===== src/rtl/fwh_tgt_pkg.sv =====
package fwh_tgt_pkg;
  typedef enum logic [3:0] {
    ST_IDLE, ST_ID, ST_ADDR, ST_SIZE, ST_WLO, ST_WHI, ST_HTAR1, ST_HTAR2,
    ST_SWAIT, ST_SRDY, ST_RLO, ST_RHI, ST_TTAR1, ST_TTAR2
  } st_e;

  localparam logic [3:0] NIB_START_RD  = 4'hD;
  localparam logic [3:0] NIB_START_WR  = 4'hE;
  localparam logic [3:0] NIB_SIZE_BYTE = 4'h0;
  localparam logic [3:0] NIB_SYNC_WAIT = 4'h6;
  localparam logic [3:0] NIB_SYNC_RDY  = 4'h0;
  localparam logic [3:0] NIB_TAR       = 4'hF;
endpackage


===== src/rtl/fwh_tgt_seq.sv =====
module fwh_tgt_seq
  import fwh_tgt_pkg::*;
#(
  parameter int ADDR_NIB = 7
) (
  input  logic       clk_i,
  input  logic       rst_ni,
  input  logic       init_ni,
  input  logic       frame_ni,
  input  logic [3:0] bus_i,
  input  logic [3:0] id_i,
  input  logic       ack_i,
  output st_e        state_o,
  output logic       wr_o
);
  localparam int CNT_W = $clog2(ADDR_NIB + 1);
  localparam logic [CNT_W-1:0] CNT_LAST = CNT_W'(ADDR_NIB - 1);

  st_e st_q, st_d;
  logic wr_q, wr_d;
  logic [CNT_W-1:0] cnt_q, cnt_d;

  always_comb begin
    st_d  = st_q;
    wr_d  = wr_q;
    cnt_d = cnt_q;
    if (!init_ni) begin
      st_d = ST_IDLE;
    end else if (!frame_ni) begin
      // strobe low restarts decode from any state
      st_d = (bus_i == NIB_START_RD || bus_i == NIB_START_WR) ? ST_ID : ST_IDLE;
      wr_d = (bus_i == NIB_START_WR);
    end else begin
      unique case (st_q)
        ST_IDLE:  st_d = ST_IDLE;
        ST_ID: begin
          st_d  = (bus_i == id_i) ? ST_ADDR : ST_IDLE;
          cnt_d = '0;
        end
        ST_ADDR: begin
          cnt_d = cnt_q + 1'b1;
          if (cnt_q == CNT_LAST) st_d = ST_SIZE;
        end
        ST_SIZE:  st_d = (bus_i != NIB_SIZE_BYTE) ? ST_IDLE : (wr_q ? ST_WLO : ST_HTAR1);
        ST_WLO:   st_d = ST_WHI;
        ST_WHI:   st_d = ST_HTAR1;
        ST_HTAR1: st_d = ST_HTAR2;
        ST_HTAR2: st_d = ST_SWAIT;
        ST_SWAIT: if (ack_i) st_d = ST_SRDY;
        ST_SRDY:  st_d = wr_q ? ST_TTAR1 : ST_RLO;
        ST_RLO:   st_d = ST_RHI;
        ST_RHI:   st_d = ST_TTAR1;
        ST_TTAR1: st_d = ST_TTAR2;
        ST_TTAR2: st_d = ST_IDLE;
        default:  st_d = ST_IDLE;
      endcase
    end
  end

  always_ff @(posedge clk_i or negedge rst_ni) begin
    if (!rst_ni) begin
      st_q  <= ST_IDLE;
      wr_q  <= 1'b0;
      cnt_q <= '0;
    end else begin
      st_q  <= st_d;
      wr_q  <= wr_d;
      cnt_q <= cnt_d;
    end
  end

  assign state_o = st_q;
  assign wr_o    = wr_q;

  AST_ADDR_LEN: assert property (@(posedge clk_i) disable iff (!rst_ni)
    (st_q == ST_ADDR) |-> (cnt_q <= CNT_LAST)) else $error("addr count overrun");
endmodule


===== src/rtl/fwh_tgt_capture.sv =====
module fwh_tgt_capture
  import fwh_tgt_pkg::*;
#(
  parameter int ADDR_NIB = 7
) (
  input  logic                  clk_i,
  input  logic                  rst_ni,
  input  st_e                   state_i,
  input  logic [3:0]            bus_i,
  input  logic                  ack_i,
  input  logic [7:0]            rdata_i,
  output logic [4*ADDR_NIB-1:0] addr_o,
  output logic [7:0]            wdata_o,
  output logic [7:0]            rdata_o
);
  localparam int ADDR_W = 4 * ADDR_NIB;

  logic [ADDR_W-1:0] addr_q;
  logic [7:0] wdata_q, rdata_q;

  always_ff @(posedge clk_i or negedge rst_ni) begin
    if (!rst_ni) begin
      addr_q  <= '0;
      wdata_q <= '0;
      rdata_q <= '0;
    end else begin
      if (state_i == ST_ADDR) begin
        if (ADDR_NIB > 1) addr_q <= {addr_q[ADDR_W-5:0], bus_i};
        else              addr_q <= ADDR_W'(bus_i);
      end
      if (state_i == ST_WLO) wdata_q[3:0] <= bus_i;
      if (state_i == ST_WHI) wdata_q[7:4] <= bus_i;
      if (state_i == ST_SWAIT && ack_i) rdata_q <= rdata_i;
    end
  end

  assign addr_o  = addr_q;
  assign wdata_o = wdata_q;
  assign rdata_o = rdata_q;
endmodule


===== src/rtl/fwh_tgt_drive.sv =====
module fwh_tgt_drive
  import fwh_tgt_pkg::*;
(
  input  st_e        state_i,
  input  logic       init_ni,
  input  logic [7:0] rdata_i,
  output logic [3:0] bus_o,
  output logic       bus_oe_o
);
  logic drv;

  always_comb begin
    drv   = 1'b1;
    bus_o = NIB_TAR;
    unique case (state_i)
      ST_SWAIT: bus_o = NIB_SYNC_WAIT;
      ST_SRDY:  bus_o = NIB_SYNC_RDY;
      ST_RLO:   bus_o = rdata_i[3:0];
      ST_RHI:   bus_o = rdata_i[7:4];
      ST_TTAR1: bus_o = NIB_TAR;
      default:  drv   = 1'b0;
    endcase
  end

  // init releases the pad without waiting for a clock
  assign bus_oe_o = drv & init_ni;
endmodule


===== src/rtl/fwh_target.sv =====
module fwh_target
  import fwh_tgt_pkg::*;
#(
  parameter int ADDR_NIB = 7
) (
  input  logic                  clk_i,
  input  logic                  rst_ni,
  input  logic                  init_ni,
  input  logic                  frame_ni,
  input  logic [3:0]            id_i,
  input  logic [3:0]            bus_i,
  output logic [3:0]            bus_o,
  output logic                  bus_oe_o,
  output logic                  req_o,
  output logic                  we_o,
  output logic [4*ADDR_NIB-1:0] addr_o,
  output logic [7:0]            wdata_o,
  input  logic                  ack_i,
  input  logic [7:0]            rdata_i
);
  st_e state;
  logic wr;
  logic [7:0] rdata_q;

  fwh_tgt_seq #(.ADDR_NIB(ADDR_NIB)) u_seq (
    .clk_i, .rst_ni, .init_ni, .frame_ni, .bus_i, .id_i, .ack_i,
    .state_o(state), .wr_o(wr)
  );

  fwh_tgt_capture #(.ADDR_NIB(ADDR_NIB)) u_cap (
    .clk_i, .rst_ni, .state_i(state), .bus_i, .ack_i, .rdata_i,
    .addr_o, .wdata_o, .rdata_o(rdata_q)
  );

  fwh_tgt_drive u_drv (
    .state_i(state), .init_ni, .rdata_i(rdata_q), .bus_o, .bus_oe_o
  );

  assign req_o = (state == ST_SWAIT) & init_ni;
  assign we_o  = wr;

  AST_REQ_HOLD: assert property (@(posedge clk_i) disable iff (!rst_ni)
    (req_o && !ack_i && init_ni && frame_ni) |=> req_o) else $error("req dropped");
  AST_ADDR_STABLE: assert property (@(posedge clk_i) disable iff (!rst_ni)
    (req_o && !ack_i && init_ni && frame_ni) |=> $stable(addr_o)) else $error("addr moved");
  AST_ACK_RDY: assert property (@(posedge clk_i) disable iff (!rst_ni)
    (req_o && ack_i && init_ni && frame_ni) |=> (!req_o && bus_oe_o && bus_o == NIB_SYNC_RDY))
    else $error("no ready sync");
  AST_INIT_IDLE: assert property (@(posedge clk_i) disable iff (!rst_ni)
    !init_ni |=> (!bus_oe_o && !req_o)) else $error("init not honoured");
  AST_TAR_FLOAT: assert property (@(posedge clk_i) disable iff (!rst_ni)
    (state == ST_TTAR1 && bus_oe_o && frame_ni) |=> !bus_oe_o) else $error("no float");
  AST_BAD_START: assert property (@(posedge clk_i) disable iff (!rst_ni)
    (init_ni && !frame_ni && bus_i != NIB_START_RD && bus_i != NIB_START_WR)
      |=> (!bus_oe_o && !req_o)) else $error("bad start served");
endmodule


===== config.mk =====
export PLATFORM = sky130hd
export DESIGN_NAME = fwh_target
export DESIGN_NICKNAME = d
export VERILOG_FILES = /design/src/rtl/fwh_tgt_pkg.sv /design/src/rtl/fwh_tgt_seq.sv /design/src/rtl/fwh_tgt_capture.sv /design/src/rtl/fwh_tgt_drive.sv /design/src/rtl/fwh_target.sv
export SDC_FILE = /design/constraint.sdc
export NUM_CORES = 1
export LEC_CHECK = 0
export BUFFER_PORTS_ARGS = -buffer_cell sky130_fd_sc_hd__buf_2
export CORE_AREA = 3 3 67 101
export DETAILED_ROUTE_END_ITERATION = 10
export DIE_AREA = 0 0 70 104
export SKIP_LAST_GASP = 1
export SLEW_MARGIN = 20
export SYNTH_ARGS = -nofsm -noshare
export SYNTH_HDL_FRONTEND = slang
export SYNTH_SLANG_ARGS = --single-unit
export TNS_END_PERCENT = 5

===== constraint.sdc =====
create_clock -name clk_i -period 1.8 [get_ports clk_i]
set_input_delay 0.09 -clock clk_i [delete_from_list [all_inputs] [get_ports clk_i]]
set_output_delay 0.09 -clock clk_i [all_outputs]
set_load 0.005 [all_outputs]

==> results of run 1 <==
[logic make-up (layout without fill, tap and decap cells)]
| family | after synthesis | in the layout |
|---|---|---|
| AO/OA/AOI/OAI | 26 | 26 |
| XOR/XNOR | 5 | 5 |
| adder cells (fa/ha/maj) | 2 | 2 |
| buffers and inverters | 14 | 97 |
| flip-flops | 52 | 52 |
| multiplexers | 47 | 47 |
| AND/OR/NAND/NOR | 37 | 37 |
[metal layers]
layer | track usage | share of wire | vias to the layer above
met5 | 0 | 0 | -
met4 | 0.05616 | 0.021 | 0
met3 | 0.03965 | 0.049 | 8
met2 | 0.2463 | 0.52 | 44
met1 | 0.1679 | 0.41 | 808
li1 | - | - | 825
[state kept, by name, summed over array words and instances, names as in the netlist]
register       count
u_cap.addr_o      28
u_cap.rdata_o      8
u_cap.wdata_o      8
u_seq.state_o      4
u_seq.cnt_q        3
u_seq.wr_o         1
[worst min path at each step]
stage / from / endpoint / depth (start not counted)
3_5_place_dp: rst_ni / u_cap.addr_o[25]$_DFFE_PN0P_ / 2
6_report: frame_ni / u_seq.state_o[0]$_DFFE_PN0P_ / 2
3_3_place_gp: rst_ni / u_cap.addr_o[25]$_DFFE_PN0P_ / 2
2_1_floorplan: rst_ni / u_cap.addr_o[0]$_DFFE_PN0P_ / 0
5_1_grt: frame_ni / u_seq.state_o[0]$_DFFE_PN0P_ / 2
4_1_cts: frame_ni / u_seq.state_o[0]$_DFFE_PN0P_ / 2
[worst max-delay path, delay by kind of cell (launching register included)]
kind          cells  cell delay (ns)
buf+inv           2             0.27
flops             1             0.56
simple gates      2             0.47
[Yosys cell counts, types with 2 or more instances]
cell type,n,share of area
a21oi_1,3,0.0063
a32oi_1,2,0.0074
and2_1,2,0.0053
and3_1,3,0.0079
buf_2,6,0.013
clkbuf_1,4,0.0063
dfrtp_1,52,0.55
ha_1,2,0.011
inv_1,3,0.0047
mux2_1,36,0.17
mux2_2,9,0.043
mux2i_1,2,0.0084
nand2_1,8,0.013
nand3_1,5,0.011
nor2_1,7,0.011
nor2b_1,4,0.011
o211ai_1,3,0.0095
o21ai_0,6,0.013
o21ai_1,3,0.0063
xnor2_1,4,0.015
[metrics by stage]
stage          setup slack [ns]  cell area, sq um  total power, uW  hold WS [ns]  utilization
2_1_floorplan            0.2815              2374             1261       -0.2056            -
3_3_place_gp             0.1159              2846             1339        0.2481       0.4710
3_5_place_dp             0.1352              2846             1340        0.2500       0.4710
4_1_cts                 0.01534              3029             2041       0.03806       0.5012
5_1_grt                -0.04845              3033             2114       0.04172       0.5019
6_report                 0.1024              3033             1993       0.05845       0.5019
[layout make-up]
| class | instances | area, sq um |
|---|---|---|
| fillers | 562 | 3010 |
| clock inverters | 3 | 23.77 |
| repair buffers | 85 | 515.5 |
| well taps | 74 | 92.59 |
| multi-input cells | 117 | 1015 |
| flip-flops and latches | 52 | 1303 |
| clock buffers | 5 | 68.82 |
| inverters | 4 | 15.01 |
[where the power goes]
| part | total, uW | switching (uW) | internal (uW) |
|---|---|---|---|
| Combinational | 129 | 65.8 | 62.8 |
| Sequential | 1200 | 12.1 | 1190 |
| Clock | 666 | 390 | 276 |
| Total | 1990 | 468 | 1520 |
[repair_timing]
item,in CTS,in global routing
hold endpoints to repair,60,0
endpoints found under the setup margin,0,6
resized for setup,0,2
hold buffers,9,0
==> impl_metrics.ini, run 1 <==
[clocking]
post_cts_buffers = 0
cts_buffers = 5
cts_tree = built
cts_root_buf = clkbuf_8
clk_latency_ns = 0.31
cts_max_path_buffers = 2
clk_pin_slew_ns = 0.09
cts.sinks = 52
h-tree-depth = 2

[sta]
post-route-period-util = 0.9431
tightest_slew_ns = 0.6428
skew_ns = 0.007726
hold_violations = 0
slew-limit-headroom = 0.5714
final-setup-viol-count = 0
rsz0062_at_grt = yes
fin_crit_ns = 1.698
clock.fmax_mhz = 589.1
tns_ns = 0
drv_slew = 0

[synthesis]
synth_top_family_by_area = multiplexers
seq_area_frac_synth = 0.5482
synth_compound_area_frac = 0.08118
synthAdderAreaFrac = 0.01054
synthDistinctLibCells = 39
syn_nets = 206
synth_area_sq_um = 2374
synth-edff-count = 0
ys.flop_type = dfrtp_1
avgSynthCellArea_sq_um = 12.97
synth_mux_area_frac = 0.2219
yosysWarnings = 0
synthArstFlopShare = 1.000
syn_inst = 183
synthXorXnorAreaFrac = 0.01845
yosys.area_share.simple = 0.09436
ys_ff_latch = 52

[global_route]
grt_overflow = 0
grt_first_pass_wirelength_microns = 8321
antenna_found_initial = 0
grt_pass1_vias = 1710
grtUsageTotal = 0.1436
grt_max_degree = 53

[place]
numPortBuffers = 63
hpwl_microns = 3638
dp.cells = 323
gp_congestion = 0.8280

[final_layout]
layout_commonest_cell = buf_2
layout_common_cells = buf_2, dfrtp_1, mux2_1
fin_nets = 288
layout-drive-gt1-share = 0.3759
area_growth_pct = 27.78
diodes = 0
fin_cells = 340

[pwr]
p_leak_uw = 0.001613
power_density_nw_per_um2 = 657.0
ir_worst_vdd_mv = 0.4136

[drt]
antenna_left = 0
via_count = 1685
viasPerCell = 4.956
routed_wl_microns = 4889
drt-initial-drc-count = 55
wl_per_cell_microns = 14.38
first_pass_iters = 4
drc = 0

[worst_setup_path]
timing.rr.end = u_seq.state_o[2]$_DFFE_PN0P_
reg2reg_depth = 4
critPathKind = flip-flop to output pin
r2r-start = u_seq.state_o[3]$_DFFE_PN0P_
arrival_ns = 1.61
slowest_delay_ns = 0.56
crit_chain = nor2b_2 -> buf_4 -> and3_1 -> buf_2
crit_start = u_seq.state_o[3]$_DFFE_PN0P_
cp.required_ns = 1.71
crit_path_end = req_o
start_kind = flip-flop
critPathCaptureType = output pin
ff2ff_setup_slack_ns = 0.14
path_max_fanout = 9
critPathSlowestCell = dfrtp_1

[floorplanning]
rows = 35
core_sq_um = 6043
dieWidth_microns = 70
initial_utilization = 0.3928
io_pins = 64
die_h_microns = 104
dieArea_sq_um = 7280

[outcome]
status = finished clean

[min_path]
min_path_type = primary input to flip-flop

[flow_run]
drv_cap = 0
(Power assumes the default switching activity.)
==> run 2, diff against run 1 <==
--- a/config.mk
+++ b/config.mk
@@ -9,6 +9,7 @@
 export CORE_AREA = 3 3 67 101
 export DETAILED_ROUTE_END_ITERATION = 10
 export DIE_AREA = 0 0 70 104
+export REMOVE_ABC_BUFFERS = 1
 export SKIP_LAST_GASP = 1
 export SLEW_MARGIN = 20
 export SYNTH_ARGS = -nofsm -noshare
==> run 2 against run 1 <==
  * Clock skew decreased by 0.0024 ns
  * Final area decreased by 0.41%
  * Total power increased by 5.7%
==> impl_metrics.ini, run 2 (synthesized netlist as in run 1, its figures left out) <==
[worst_setup_path]
r2r-start = u_seq.state_o[2]$_DFFE_PN0P_
reg2reg_depth = 4
start_kind = flip-flop
critPathCaptureType = output pin
critPathSlowestCell = dfrtp_1
slowest_delay_ns = 0.54
ff2ff_setup_slack_ns = 0.13
cp.required_ns = 1.71
arrival_ns = 1.58
timing.rr.end = u_seq.state_o[2]$_DFFE_PN0P_
critPathKind = flip-flop to output pin
crit_chain = nor2b_1 -> buf_4 -> and3_1 -> buf_2
path_max_fanout = 12

[clocking]
cts_root_buf = clkbuf_8
cts_max_path_buffers = 2
cts_tree = built
h-tree-depth = 2
cts_buffers = 5
clk_pin_slew_ns = 0.09
post_cts_buffers = 0
cts.sinks = 52
clk_latency_ns = 0.30

[floorplanning]
rows = 35
core_sq_um = 6043
dieWidth_microns = 70
initial_utilization = 0.3928
io_pins = 64
die_h_microns = 104
dieArea_sq_um = 7280

[drt]
antenna_left = 0
drc = 0
routed_wl_microns = 4878
wl_per_cell_microns = 14.56
viasPerCell = 5.152
via_count = 1726
drt-initial-drc-count = 78
first_pass_iters = 4

[min_path]
holdPathEnd = u_seq.state_o[0]$_DFFE_PN0P_
hp-start = frame_ni
min_path_type = primary input to flip-flop
min_path_cells = 2

[global_route]
antenna_found_initial = 0
grtUsageTotal = 0.1407
grt_first_pass_wirelength_microns = 8500
grt_pass1_vias = 1770
grt_overflow = 0
grt_max_degree = 33

[pwr]
power_density_nw_per_um2 = 697.4
ir_worst_vdd_mv = 0.3743
power.total_uw = 2107
p_leak_uw = 0.001607

[final_layout]
stdcell_area_sq_um = 3020
layout_commonest_cell = buf_2
layout_common_cells = buf_2, dfrtp_1, mux2_1
fill_cells = 536
layout-drive-gt1-share = 0.3563
largest_reg_flops = 28
fin_nets = 283
diodes = 0
area_growth_pct = 27.25

[sta]
hold_violations = 0
skew_ns = 0.005304
drv_slew = 0
tightest_slew_ns = 0.5602
rsz0062_at_grt = no
post-route-period-util = 0.9271
final-setup-viol-count = 0
clock.fmax_mhz = 599.2
slew-limit-headroom = 0.6266
fin_crit_ns = 1.669

[place]
hpwl_microns = 3700
numPortBuffers = 63
gp_congestion = 0.7560
placed_area_sq_um = 2821

[outcome]
status = finished clean

[flow_run]
drv_cap = 0
==> run 2: cell types whose count changed in the layout (fill, tap and decap cells not counted), sizes merged <==
cell,delta
buf,-5
clkinvlp,-2
clkbuf,+1
bufinv,+1
==> run 2: per-stage QoR <==
| stage | cells | setup slack [ns] | hold slack [ns] | util | setup TNS (ns) |
|---|---|---|---|---|---|
| after floorplan | 173 | -0.5949 | -0.2056 | - | -15.93 |
| after global placement | 318 | 0.1564 | 0.1028 | 0.4669 | 0 |
| after detailed placement | 318 | 0.1698 | 0.1159 | 0.4669 | 0 |
| after CTS | 335 | 0.08933 | 0.02946 | 0.4996 | 0 |
| after global routing | 335 | 0.03535 | 0.03585 | 0.4998 | 0 |
| final | 335 | 0.1311 | 0.04191 | 0.4998 | 0 |
==> run 2: worst max-delay path, delay by kind of cell (launching register included) <==
family        cells  cell delay [ns]
flops             1             0.54
simple gates      2             0.44
buf+inv           2             0.29
==> run 2: worst max-delay path by stage <==
stage / to / start
global placement: u_seq.state_o[2]$_DFFE_PN0P_ / u_seq.state_o[3]$_DFFE_PN0P_
detailed placement: u_seq.state_o[2]$_DFFE_PN0P_ / u_seq.state_o[2]$_DFFE_PN0P_
CTS: req_o / u_seq.state_o[3]$_DFFE_PN0P_
floorplan: u_seq.state_o[1]$_DFFE_PN0P_ / u_seq.state_o[0]$_DFFE_PN0P_
finish: req_o / u_seq.state_o[2]$_DFFE_PN0P_
global route: bus_oe_o / u_seq.state_o[0]$_DFFE_PN0P_
==> run 2: power breakdown <==
part | switching [uW] | internal, uW | leakage [uW]
clock | 363 | 413 | 0.0000552
sequential | 12.8 | 1190 | 0.000721
combinational | 67.0 | 64.8 | 0.000831
==> run 2: metal layers <==
layer | wire length (microns) | part of all wire | GRT usage
met2 | 2447 | 0.50 | 0.2368
met5 | 0 | 0 | 0
met3 | 296 | 0.061 | 0.03965
met4 | 44 | 0.0090 | 0.03288
met1 | 2089 | 0.43 | 0.1782
==> run 2: final cells by class <==
cell class                 instances  area, sq um  share of cell area
sequential                        52         1303              0.4312
clock inverter                     2        35.03             0.01160
tap                               74        92.59             0.03065
timing repair buffer              80        490.5              0.1624
inverter                           4        15.01            0.004971
clock buffer                       6        72.57             0.02403
multi-input combinational        117         1012              0.3351
==> run 2: repair_timing <==
item,in CTS,in global routing
resized for setup,0,1
endpoints found under the setup margin,0,2
hold endpoints to repair,31,0
hold buffers,9,0
==> run 3, diff against run 2 <==
--- a/config.mk
+++ b/config.mk
@@ -6,9 +6,9 @@
 export NUM_CORES = 1
 export LEC_CHECK = 0
 export BUFFER_PORTS_ARGS = -buffer_cell sky130_fd_sc_hd__buf_2
-export CORE_AREA = 3 3 67 101
+export CORE_AREA = 5 5 69 103
 export DETAILED_ROUTE_END_ITERATION = 10
-export DIE_AREA = 0 0 70 104
+export DIE_AREA = 0 0 74 108
 export REMOVE_ABC_BUFFERS = 1
 export SKIP_LAST_GASP = 1
 export SLEW_MARGIN = 20
==> run 3 against run 2 <==
  * Total power is 0.12% higher
  * Sequential power barely moved
  * Clock power hardly changed
  * Sequential share of layout area down 0.11 points
  * First-iteration DRC count is 6.4% higher
  * Via count shrank 1.7%
  * Worst hold slack worse by 0.0025 ns
  * Wire length rose by 1.3%
  * Final area up 0.25%
  * Fmax shrank 4.4%
  * Global-route usage down 0.61 points
  * Register-to-register slack got worse by 0.08 ns
  * Largest cell class unchanged
  * Largest power group unchanged
==> impl_metrics.ini, run 3 (synthesized netlist as in run 1, its figures left out) <==
[global_route]
grt_first_pass_wirelength_microns = 8445
grt_overflow = 0
grt_max_degree = 33
grtUsageTotal = 0.1347
grt_pass1_vias = 1707
antenna_found_initial = 0

[worst_setup_path]
slowest_delay_ns = 0.54
path_max_fanout = 12
critPathKind = flip-flop to flip-flop
arrival_ns = 1.93
critPathSlowestCell = dfrtp_1
cp.buffers_inverters = 1
start_kind = flip-flop
critPathTopFamily = flip-flops
crit_chain = nor4b_4 -> buf_4 -> mux2_2
cp.required_ns = 1.99
critPathCaptureType = flip-flop

[final_layout]
layout_commonest_cell = buf_2
layout-drive-gt1-share = 0.3588
fin_nets = 284
fill_cells = 559
area_growth_pct = 27.57
layout_common_cells = buf_2, dfrtp_1, mux2_1
largest_reg_flops = 28
diodes = 0

[clocking]
clk_latency_ns = 0.30
h-tree-depth = 2
cts_buffers = 5
post_cts_buffers = 0
cts_tree = built
cts_max_path_buffers = 2
cts_root_buf = clkbuf_8
cts.sinks = 52
clk_pin_slew_ns = 0.09

[pwr]
comb_power_share = 0.063
switching_share = 0.2113
power.total_uw = 2109
p_seq_frac = 0.568
internal-power_uw = 1663
pwr-share-clk = 0.369
ir_worst_vdd_mv = 0.3878
power_density_nw_per_um2 = 696.5
p_leak_uw = 0.001612
power.switching_uw = 445.6

[floorplanning]
io_pins = 64
core_sq_um = 6087
die_h_microns = 108
initial_utilization = 0.3899
dieWidth_microns = 74
dieArea_sq_um = 7992
rows = 35

[flow_run]
drv_cap = 0

[sta]
post-route-period-util = 0.9696
hold_violations = 0
fin_crit_ns = 1.745
skew_ns = 0.004966
clock.fmax_mhz = 573.0
slew-limit-headroom = 0.6653
tightest_slew_ns = 0.5020
drv_slew = 0
rsz0062_at_grt = yes
hold_ws_ns = 0.03944
final-setup-viol-count = 0

[drt]
via_count = 1697
viasPerCell = 5.051
wl_per_cell_microns = 14.71
drt-initial-drc-count = 83
first_pass_iters = 4
drc = 0
routed_wl_microns = 4943
antenna_left = 0

[outcome]
status = finished clean

[min_path]
min_path_type = primary input to flip-flop

[place]
hpwl_microns = 3743
numPortBuffers = 63
gp_congestion = 0.8191
==> run 3: changes by cell type in the layout (fill, tap and decap cells not counted) <==
| cell | before | now |
|---|---|---|
| buf_4 | 6 | 7 |
==> run 3: path summary, 6_finish.rpt <==
kind / from / endpoint / slack [ns] / cells past startpoint
hold / removal: frame_ni / u_seq.state_o[0]$_DFFE_PN0P_ / 0.04 / 2
min in group asynchronous: rst_ni / u_cap.wdata_o[5]$_DFFE_PN0N_ / 0.29 / 2
setup reg to reg: u_seq.state_o[2]$_DFFE_PN0P_ / u_cap.addr_o[14]$_DFFE_PN0P_ / 0.05 / 3
max in group asynchronous: rst_ni / u_seq.state_o[0]$_DFFE_PN0P_ / 0.98 / 3
setup / recovery: u_seq.state_o[2]$_DFFE_PN0P_ / u_cap.addr_o[14]$_DFFE_PN0P_ / 0.05 / 3
hold reg to reg: u_cap.addr_o[25]$_DFFE_PN0P_ / u_cap.addr_o[25]$_DFFE_PN0P_ / 0.48 / 1
==> run 3: layer usage <==
| layer | vias up | share of wire | track usage |
|---|---|---|---|
| li1 | 808 | - | - |
| met1 | 814 | 0.43 | 0.1800 |
| met4 | 0 | 0.018 | 0.04534 |
| met5 | - | 0 | 0 |
| met3 | 8 | 0.073 | 0.03442 |
| met2 | 67 | 0.48 | 0.2107 |
==> run 3: area by class of cell <==
cell class	count	area, sq um	share of cell area
clock buffers	6	72.57	0.02397
multi-input cells	117	1012	0.3343
repair buffers	81	498.0	0.1645
well taps	74	92.59	0.03058
clock inverters	2	35.03	0.01157
flip-flops and latches	52	1303	0.4302
inverters	4	15.01	0.004959
==> run 3: power by group through the flow <==
stage	combinational (uW)	clock, uW	sequential [uW]
2_1_floorplan	34.7	0	1220
3_3_place_gp	120	0	1220
3_5_place_dp	121	0	1220
4_1_cts	136	811	1200
5_1_grt	152	857	1200
6_report	132	778	1200
==> run 3: repair_timing <==
item                                   in CTS  in global routing
hold buffers                                9                  0
gates resized for setup                     0                  1
setup endpoints to repair                   0                  5
endpoints found under the hold margin      28                  0
==> run 3: through the flow <==
stage / instances / setup TNS, ns / utilization / worst slack [ns] / area (sq um)
floorplan: 173 / -15.93 / - / -0.5949 / 2328
global placement: 319 / 0 / 0.4647 / 0.09165 / 2829
detailed placement: 319 / 0 / 0.4647 / 0.08312 / 2829
CTS: 336 / 0 / 0.4972 / 0.07555 / 3027
global route: 336 / -0.03678 / 0.4974 / -0.01595 / 3028
finish: 336 / 0 / 0.4974 / 0.05474 / 3028
==> run 3: worst reg2reg max path: stages (launching register included) <==
cell     delay [ns]
dfrtp_1        0.54
nor4b_4        0.50
buf_4          0.26
mux2_2         0.34
